## src/rtl/pcm_port_pkg.sv

```systemverilog
package pcm_port_pkg;

    typedef enum logic [2:0] {
        TX_IDLE,
        TX_ARM,
        TX_SHIFT,
        TX_TAIL,
        TX_HOLD
    } tx_state_e;

    typedef enum logic [1:0] {
        RX_IDLE,
        RX_SAMPLE,
        RX_DONE
    } rx_state_e;

    typedef enum logic {
        FRAME_SHORT = 1'b0,
        FRAME_LONG  = 1'b1
    } frame_mode_e;

endpackage

```

## src/rtl/pcm_edge_reg.sv

```systemverilog
module pcm_edge_reg #(
    parameter int LANES = 2
) (
    input  logic             clk,
    input  logic             rst_n,
    input  logic [LANES-1:0] din,
    output logic [LANES-1:0] prev
);

    // One delay stage per lane; edges are formed by the consumer.
    for (genvar g = 0; g < LANES; g++) begin : g_lane
        always_ff @(posedge clk or negedge rst_n) begin
            if (!rst_n) begin
                prev[g] <= 1'b0;
            end else begin
                prev[g] <= din[g];
            end
        end
    end

endmodule

```

## src/rtl/pcm_mode_det.sv

```systemverilog
module pcm_mode_det
    import pcm_port_pkg::*;
#(
    parameter int LONG_MIN = 3
) (
    input  logic        clk,
    input  logic        rst_n,
    input  logic        fs_lvl,
    input  logic        fs_rise,
    input  logic        fs_fall,
    input  logic        bclk_fall,
    output frame_mode_e mode
);

    localparam int            CW   = $clog2(LONG_MIN + 1);
    localparam logic [CW-1:0] LMAX = CW'(LONG_MIN);
    localparam logic [CW-1:0] ONE  = CW'(1);

    logic [CW-1:0] width_q;

    always_ff @(posedge clk or negedge rst_n) begin
        if (!rst_n) begin
            width_q <= '0;
            mode    <= FRAME_SHORT;
        end else begin
            // count bit periods covered by the sync, saturating at LONG_MIN
            if (fs_rise) begin
                width_q <= bclk_fall ? ONE : '0;
            end else if (fs_lvl && bclk_fall && (width_q != LMAX)) begin
                width_q <= width_q + ONE;
            end
            // decision at the end of the pulse; two periods keeps the mode
            if (fs_fall) begin
                if (width_q == ONE) begin
                    mode <= FRAME_SHORT;
                end else if (width_q >= LMAX) begin
                    mode <= FRAME_LONG;
                end
            end
        end
    end

endmodule

```

## src/rtl/pcm_tx_seq.sv

```systemverilog
module pcm_tx_seq
    import pcm_port_pkg::*;
#(
    parameter int WORD_W = 8
) (
    input  logic              clk,
    input  logic              rst_n,
    input  logic              pwr_dn,
    input  frame_mode_e       mode,
    input  logic              bclk_lvl,
    input  logic              bclk_rise,
    input  logic              bclk_fall,
    input  logic              fs_lvl,
    input  logic              fs_rise,
    input  logic [WORD_W-1:0] word_in,
    output logic              sdo,
    output logic              oe
);

    localparam int               CNT_W      = $clog2(WORD_W);
    localparam logic [CNT_W-1:0] LAST_SHIFT = CNT_W'(WORD_W - 2);

    tx_state_e          st_q, st_d;
    frame_mode_e        fm_q, fm_d;
    logic [CNT_W-1:0]   cnt_q, cnt_d;
    logic [WORD_W-1:0]  sh_q, sh_d;

    // next-state logic
    always_comb begin
        st_d  = st_q;
        fm_d  = fm_q;
        cnt_d = cnt_q;
        sh_d  = sh_q;
        unique case (st_q)
            TX_IDLE: begin
                fm_d = mode;
                if (mode == FRAME_SHORT) begin
                    if (bclk_fall && fs_lvl) begin
                        st_d = TX_ARM;
                    end
                end else if (fs_rise) begin
                    if (bclk_lvl) begin
                        st_d  = TX_SHIFT;
                        sh_d  = word_in;
                        cnt_d = '0;
                    end else begin
                        st_d = TX_ARM;
                    end
                end
            end
            TX_ARM: begin
                if (bclk_rise) begin
                    st_d  = TX_SHIFT;
                    sh_d  = word_in;
                    cnt_d = '0;
                end
            end
            TX_SHIFT: begin
                if (bclk_rise) begin
                    sh_d  = {sh_q[WORD_W-2:0], 1'b0};
                    cnt_d = cnt_q + 1'b1;
                    if (cnt_q == LAST_SHIFT) begin
                        st_d = TX_TAIL;
                    end
                end
            end
            TX_TAIL: begin
                if (bclk_fall) begin
                    st_d = ((fm_q == FRAME_LONG) && fs_lvl) ? TX_HOLD : TX_IDLE;
                end
            end
            TX_HOLD: begin
                if (!fs_lvl) begin
                    st_d = TX_IDLE;
                end
            end
            default: st_d = TX_IDLE;
        endcase
        if (pwr_dn) begin
            st_d = TX_IDLE;
        end
    end

    // state register
    always_ff @(posedge clk or negedge rst_n) begin
        if (!rst_n) begin
            st_q  <= TX_IDLE;
            fm_q  <= FRAME_SHORT;
            cnt_q <= '0;
            sh_q  <= '0;
        end else begin
            st_q  <= st_d;
            fm_q  <= fm_d;
            cnt_q <= cnt_d;
            sh_q  <= sh_d;
        end
    end

    // outputs
    always_comb begin
        oe  = (st_q == TX_SHIFT) || (st_q == TX_TAIL) || (st_q == TX_HOLD);
        sdo = oe ? sh_q[WORD_W-1] : 1'b0;
    end

endmodule

```

## src/rtl/pcm_rx_seq.sv

```systemverilog
module pcm_rx_seq
    import pcm_port_pkg::*;
#(
    parameter int WORD_W = 8
) (
    input  logic              clk,
    input  logic              rst_n,
    input  logic              pwr_dn,
    input  frame_mode_e       mode,
    input  logic              bclk_fall,
    input  logic              fs_lvl,
    input  logic              fs_rise,
    input  logic              sdi,
    output logic [WORD_W-1:0] word,
    output logic              valid
);

    localparam int               CNT_W    = $clog2(WORD_W);
    localparam logic [CNT_W-1:0] LAST_BIT = CNT_W'(WORD_W - 1);

    rx_state_e          st_q, st_d;
    logic [CNT_W-1:0]   cnt_q, cnt_d;
    logic [WORD_W-1:0]  sh_q, sh_d;
    logic [WORD_W-1:0]  word_q, word_d;
    logic               trig;

    always_comb begin
        trig = ((mode == FRAME_SHORT) && bclk_fall && fs_lvl) ||
               ((mode == FRAME_LONG) && fs_rise);
    end

    // next-state logic
    always_comb begin
        st_d   = st_q;
        cnt_d  = cnt_q;
        sh_d   = sh_q;
        word_d = word_q;
        unique case (st_q)
            RX_IDLE: begin
                if (trig) begin
                    st_d  = RX_SAMPLE;
                    cnt_d = '0;
                end
            end
            RX_SAMPLE: begin
                if (bclk_fall) begin
                    sh_d  = {sh_q[WORD_W-2:0], sdi};
                    cnt_d = cnt_q + 1'b1;
                    if (cnt_q == LAST_BIT) begin
                        st_d   = RX_DONE;
                        word_d = {sh_q[WORD_W-2:0], sdi};
                    end
                end
            end
            RX_DONE: st_d = RX_IDLE;
            default: st_d = RX_IDLE;
        endcase
        if (pwr_dn) begin
            st_d = RX_IDLE;
        end
    end

    // state register
    always_ff @(posedge clk or negedge rst_n) begin
        if (!rst_n) begin
            st_q   <= RX_IDLE;
            cnt_q  <= '0;
            sh_q   <= '0;
            word_q <= '0;
        end else begin
            st_q   <= st_d;
            cnt_q  <= cnt_d;
            sh_q   <= sh_d;
            word_q <= word_d;
        end
    end

    // outputs
    always_comb begin
        valid = (st_q == RX_DONE);
        word  = word_q;
    end

endmodule

```

## src/rtl/pcm_serial_port.sv

```systemverilog
module pcm_serial_port
    import pcm_port_pkg::*;
#(
    parameter int WORD_W   = 8,
    parameter int LONG_MIN = 3
) (
    input  logic              clk,
    input  logic              rst_n,
    input  logic              pwr_dn,
    input  logic              tx_bclk,
    input  logic              tx_fsync,
    input  logic [WORD_W-1:0] tx_word,
    output logic              tx_sdo,
    output logic              tx_oe,
    input  logic              rx_bclk,
    input  logic              rx_fsync,
    input  logic              rx_sdi,
    output logic [WORD_W-1:0] rx_word,
    output logic              rx_valid,
    output logic              frame_long
);

    localparam int LANES = 4;
    localparam int L_TXB = 0;
    localparam int L_TXF = 1;
    localparam int L_RXB = 2;
    localparam int L_RXF = 3;

    logic [LANES-1:0] lane_now, lane_prev;
    logic tx_b_rise, tx_b_fall, tx_f_rise, tx_f_fall;
    logic rx_b_fall, rx_f_rise;
    frame_mode_e mode;

    assign lane_now = {rx_fsync, rx_bclk, tx_fsync, tx_bclk};

    pcm_edge_reg #(.LANES(LANES)) u_edge (
        .clk  (clk),
        .rst_n(rst_n),
        .din  (lane_now),
        .prev (lane_prev)
    );

    assign tx_b_rise = lane_now[L_TXB] & ~lane_prev[L_TXB];
    assign tx_b_fall = ~lane_now[L_TXB] & lane_prev[L_TXB];
    assign tx_f_rise = lane_now[L_TXF] & ~lane_prev[L_TXF];
    assign tx_f_fall = ~lane_now[L_TXF] & lane_prev[L_TXF];
    assign rx_b_fall = ~lane_now[L_RXB] & lane_prev[L_RXB];
    assign rx_f_rise = lane_now[L_RXF] & ~lane_prev[L_RXF];

    pcm_mode_det #(.LONG_MIN(LONG_MIN)) u_mode (
        .clk      (clk),
        .rst_n    (rst_n),
        .fs_lvl   (tx_fsync),
        .fs_rise  (tx_f_rise),
        .fs_fall  (tx_f_fall),
        .bclk_fall(tx_b_fall),
        .mode     (mode)
    );

    pcm_tx_seq #(.WORD_W(WORD_W)) u_tx (
        .clk      (clk),
        .rst_n    (rst_n),
        .pwr_dn   (pwr_dn),
        .mode     (mode),
        .bclk_lvl (tx_bclk),
        .bclk_rise(tx_b_rise),
        .bclk_fall(tx_b_fall),
        .fs_lvl   (tx_fsync),
        .fs_rise  (tx_f_rise),
        .word_in  (tx_word),
        .sdo      (tx_sdo),
        .oe       (tx_oe)
    );

    pcm_rx_seq #(.WORD_W(WORD_W)) u_rx (
        .clk      (clk),
        .rst_n    (rst_n),
        .pwr_dn   (pwr_dn),
        .mode     (mode),
        .bclk_fall(rx_b_fall),
        .fs_lvl   (rx_fsync),
        .fs_rise  (rx_f_rise),
        .sdi      (rx_sdi),
        .word     (rx_word),
        .valid    (rx_valid)
    );

    assign frame_long = (mode == FRAME_LONG);

endmodule

```

## config.mk

```make
export PLATFORM = sky130hd
export DESIGN_NAME = pcm_serial_port
export DESIGN_NICKNAME = d
export VERILOG_FILES = /design/src/rtl/pcm_port_pkg.sv /design/src/rtl/pcm_edge_reg.sv /design/src/rtl/pcm_mode_det.sv /design/src/rtl/pcm_tx_seq.sv /design/src/rtl/pcm_rx_seq.sv /design/src/rtl/pcm_serial_port.sv
export SDC_FILE = /design/constraint.sdc
export NUM_CORES = 1
export LEC_CHECK = 0
export BUFFER_PORTS_ARGS = -buffer_cell sky130_fd_sc_hd__buf_4
export CAP_MARGIN = 20
export CORE_UTILIZATION = 55
export CTS_CLUSTER_DIAMETER = 200
export DETAILED_ROUTE_END_ITERATION = 16
export PLACE_DENSITY = 0.73
export SYNTH_ARGS = -nofsm -noshare
export SYNTH_HDL_FRONTEND = slang
export SYNTH_SLANG_ARGS = --single-unit
```

## constraint.sdc

```tcl
create_clock -name clk -period 2.68 [get_ports clk]
set_input_delay 0.536 -clock clk [delete_from_list [all_inputs] [get_ports clk]]
set_output_delay 0.536 -clock clk [all_outputs]
set_load 0.02 [all_outputs]
```

==> flow_summary.yaml <==
power:
  max-vdd-ir-drop_v: 0.000472
  power.density_nw_per_um2: 727
  p_leak_nw: 1.13
  total_power_mw: 1.72
routing:
  postRouteWirelength_mm: 3.62
  drc: 0
  ant_nets: 0
  drt-initial-drc-count: 49
  dr.pass1.iters: 4
  vias: 1380
  wl_per_cell_um: 14.3
  avgViaCountPerCell: 5.45
grt:
  grt_remaining_overflow: 0
  grt_pass1_wl_mm: 6.53
  first_global_vias: 1428
  grt_max_degree: 43
  antenna_found_initial: 0
  track_usage_pct: 21.1
place:
  place.gp.congestion: 0.744
  post-place-ws_ns: 0.781
  dp_hpwl_mm: 2.65
  io_buffers: 27
  placedCellCount: 245
layout:
  area_delta_synth_final_pct: 14.5
  fillCellCount: 282
  layout_common_cells: "dfrtp_1, buf_4, nand2_1"
  nets: 228
  final_layout_size_suffix_gt1_share_pct: 31.9
  layout_commonest_cell: "dfrtp_1"
  diodes: 0
  fin_cells: 253
logic_synthesis:
  synth_edf_count: 0
  ys_async_sr_fraction_pct: 100
  synthMuxAreaShare_pct: 13.1
  synth_area_um2: 2060
  synth_flop_cell: "dfrtp_1"
  synth_fa_ha_area_share_pct: 3.64
  synth-xor-area-share_pct: 0
  synthSimpleGateAreaFrac_pct: 14.7
  synth_compound_area_share_pct: 13.5
  synth_cell_types: 39
  avgSynthCellArea_um2: 11.6
  synth-seq-area-share_pct: 50.9
  ys_ff_latch: 42
  synth_top_family_by_area: "simple AND/OR/NAND/NOR gates"
  syn_inst: 178
  yosysWarnings: 0
  syn_nets: 200
worst_setup_path:
  critPathArrivalTime_ns: 1.55
  timing_worst_setup_path_type: "flip-flop to output pin"
  cp_max_fo: 14
  crit_required_ns: 2.14
  start_kind: "flip-flop"
  end_kind: "output pin"
timing:
  hold_viol: 0
  worst_slew_pin_slew_ns: 0.756
  tns_ns: 0
  skew_ns: 0.0107
  slew_violations: 0
  post-route-period-util_pct: 77.8
  setup_viol: 0
  setup_ws_ns: 0.596
  min_period_ns: 2.08
  fin_hold_ws_ns: 0.212
  fmax_mhz: 480
  relSlewSlack_pct: 49.3
  rsz0062_at_grt: "false"
clocking:
  cts_sinks: 42
  clock_latency_ns: 0.30
  cts_tree: "done"
  cts_max_level: 2
  hold_buffers: 0
  cts_buffer_depth: 2
  root_buffer: "clkbuf_8"
  numCtsBuffers: 5
  postCtsSetupBuffers: 0
  path_clk_slew_ns: 0.09
  cts-resized-gates: 0
flow_run:
  max_cap_viol_count: 0
die:
  ioPinCount: 28
  start_util_pct: 59.5
  rows: 21
  coreArea_um2: 3470
  die_x_um: 63.3
  dieArea_um2: 4000
  fp.dieH_um: 63.3
outcome:
  status: "finished, final reports clean"
worst_hold_path:
  hold_path_class: "input port to asynchronous set/reset pin"
[logic make-up (layout without fill, tap and decap cells)]
logic type                 after synthesis  in the layout
and+or+nand+nor                         55             55
DFF                                     42             42
muxes                                   25             25
adders and majority gates                6              6
buffers and inverters                   13             42
AOI/OAI and AO/OA                       37             37
[area by class of cell]
class | instances | area (um^2) | share of cell area (%)
Multi-Input combinational cell | 123 | 928 | 39.3
Inverter | 6 | 22.5 | 0.953
Clock buffer | 5 | 68.8 | 2.91
Sequential cell | 42 | 1050 | 44.5
Clock inverter | 3 | 23.8 | 1.01
Tap cell | 46 | 57.6 | 2.44
Timing Repair Buffer | 28 | 210 | 8.90
[report_power, final]
group	internal, mW	switching, mW	total, mW
Sequential	0.755	0.122	0.877
Combinational	0.211	0.220	0.431
Clock	0.186	0.224	0.410
Total	1.15	0.567	1.72
[state kept, by name, summed over array words and instances, names as in the netlist]
| name | count |
|---|---|
| u_rx.sh_q | 7 |
| u_tx.sh_q | 8 |
| u_mode.mode | 1 |
| u_tx.cnt_q | 3 |
| u_rx.cnt_q | 3 |
| u_rx.st_q | 2 |
| u_edge.prev | 4 |
| u_tx.st_q | 3 |
| u_mode.width_q | 2 |
| u_rx.word | 8 |
| u_tx.fm_q | 1 |
[metal layers]
| layer | up-vias | track usage, % | wire [um] |
|---|---|---|---|
| li1 | 682 | - | - |
| met1 | 666 | 26.0 | 1620 |
| met2 | 28 | 36.6 | 1820 |
| met3 | 4 | 5.98 | 154 |
| met4 | 0 | 4.55 | 16 |
| met5 | - | 0 | 0 |
[worst max-delay path, stage by stage (launching register included)]
cell and delay, ns:
dfrtp_1 0.57, nor2b_1 0.24, nand2b_1 0.16, and2_1 0.15, buf_4 0.14
[worst paths after layout]
path,cells past startpoint,end,startpoint,slack (ns)
setup reg to reg,3,u_tx.sh_q[5],u_tx.st_q[1],0.92
max in group asynchronous,1,u_rx.cnt_q[0],rst_n,2.11
hold / removal,1,u_edge.prev[3],rst_n,0.21
hold reg to reg,2,u_tx.sh_q[3],u_tx.sh_q[3],0.49
setup / recovery,4,tx_sdo,u_tx.st_q[1],0.60
min in group clk,1,u_edge.prev[2],rx_bclk,0.37
[per-stage QoR]
step           area [um^2]  util (%)
2_1_floorplan         2060         -
3_3_place_gp          2270      65.4
3_5_place_dp          2270      65.4
4_1_cts               2360      68.1
5_1_grt               2360      68.1
6_report              2360      68.1
[synth_stat cells (all sizes together), types with 2 or more instances]
cell type | n | area share [%]
a21oi | 3 | 0.73
buf | 7 | 3.0
dfrtp | 42 | 51
ha | 6 | 3.6
inv | 6 | 1.1
mux2 | 16 | 8.7
mux2i | 9 | 4.4
nand2 | 23 | 4.5
nand2b | 6 | 1.8
nand3 | 2 | 0.49
nor2 | 4 | 0.73
nor2b | 10 | 3.2
nor3 | 3 | 0.73
o21ai | 22 | 6.6
(Power assumes the default switching activity.)
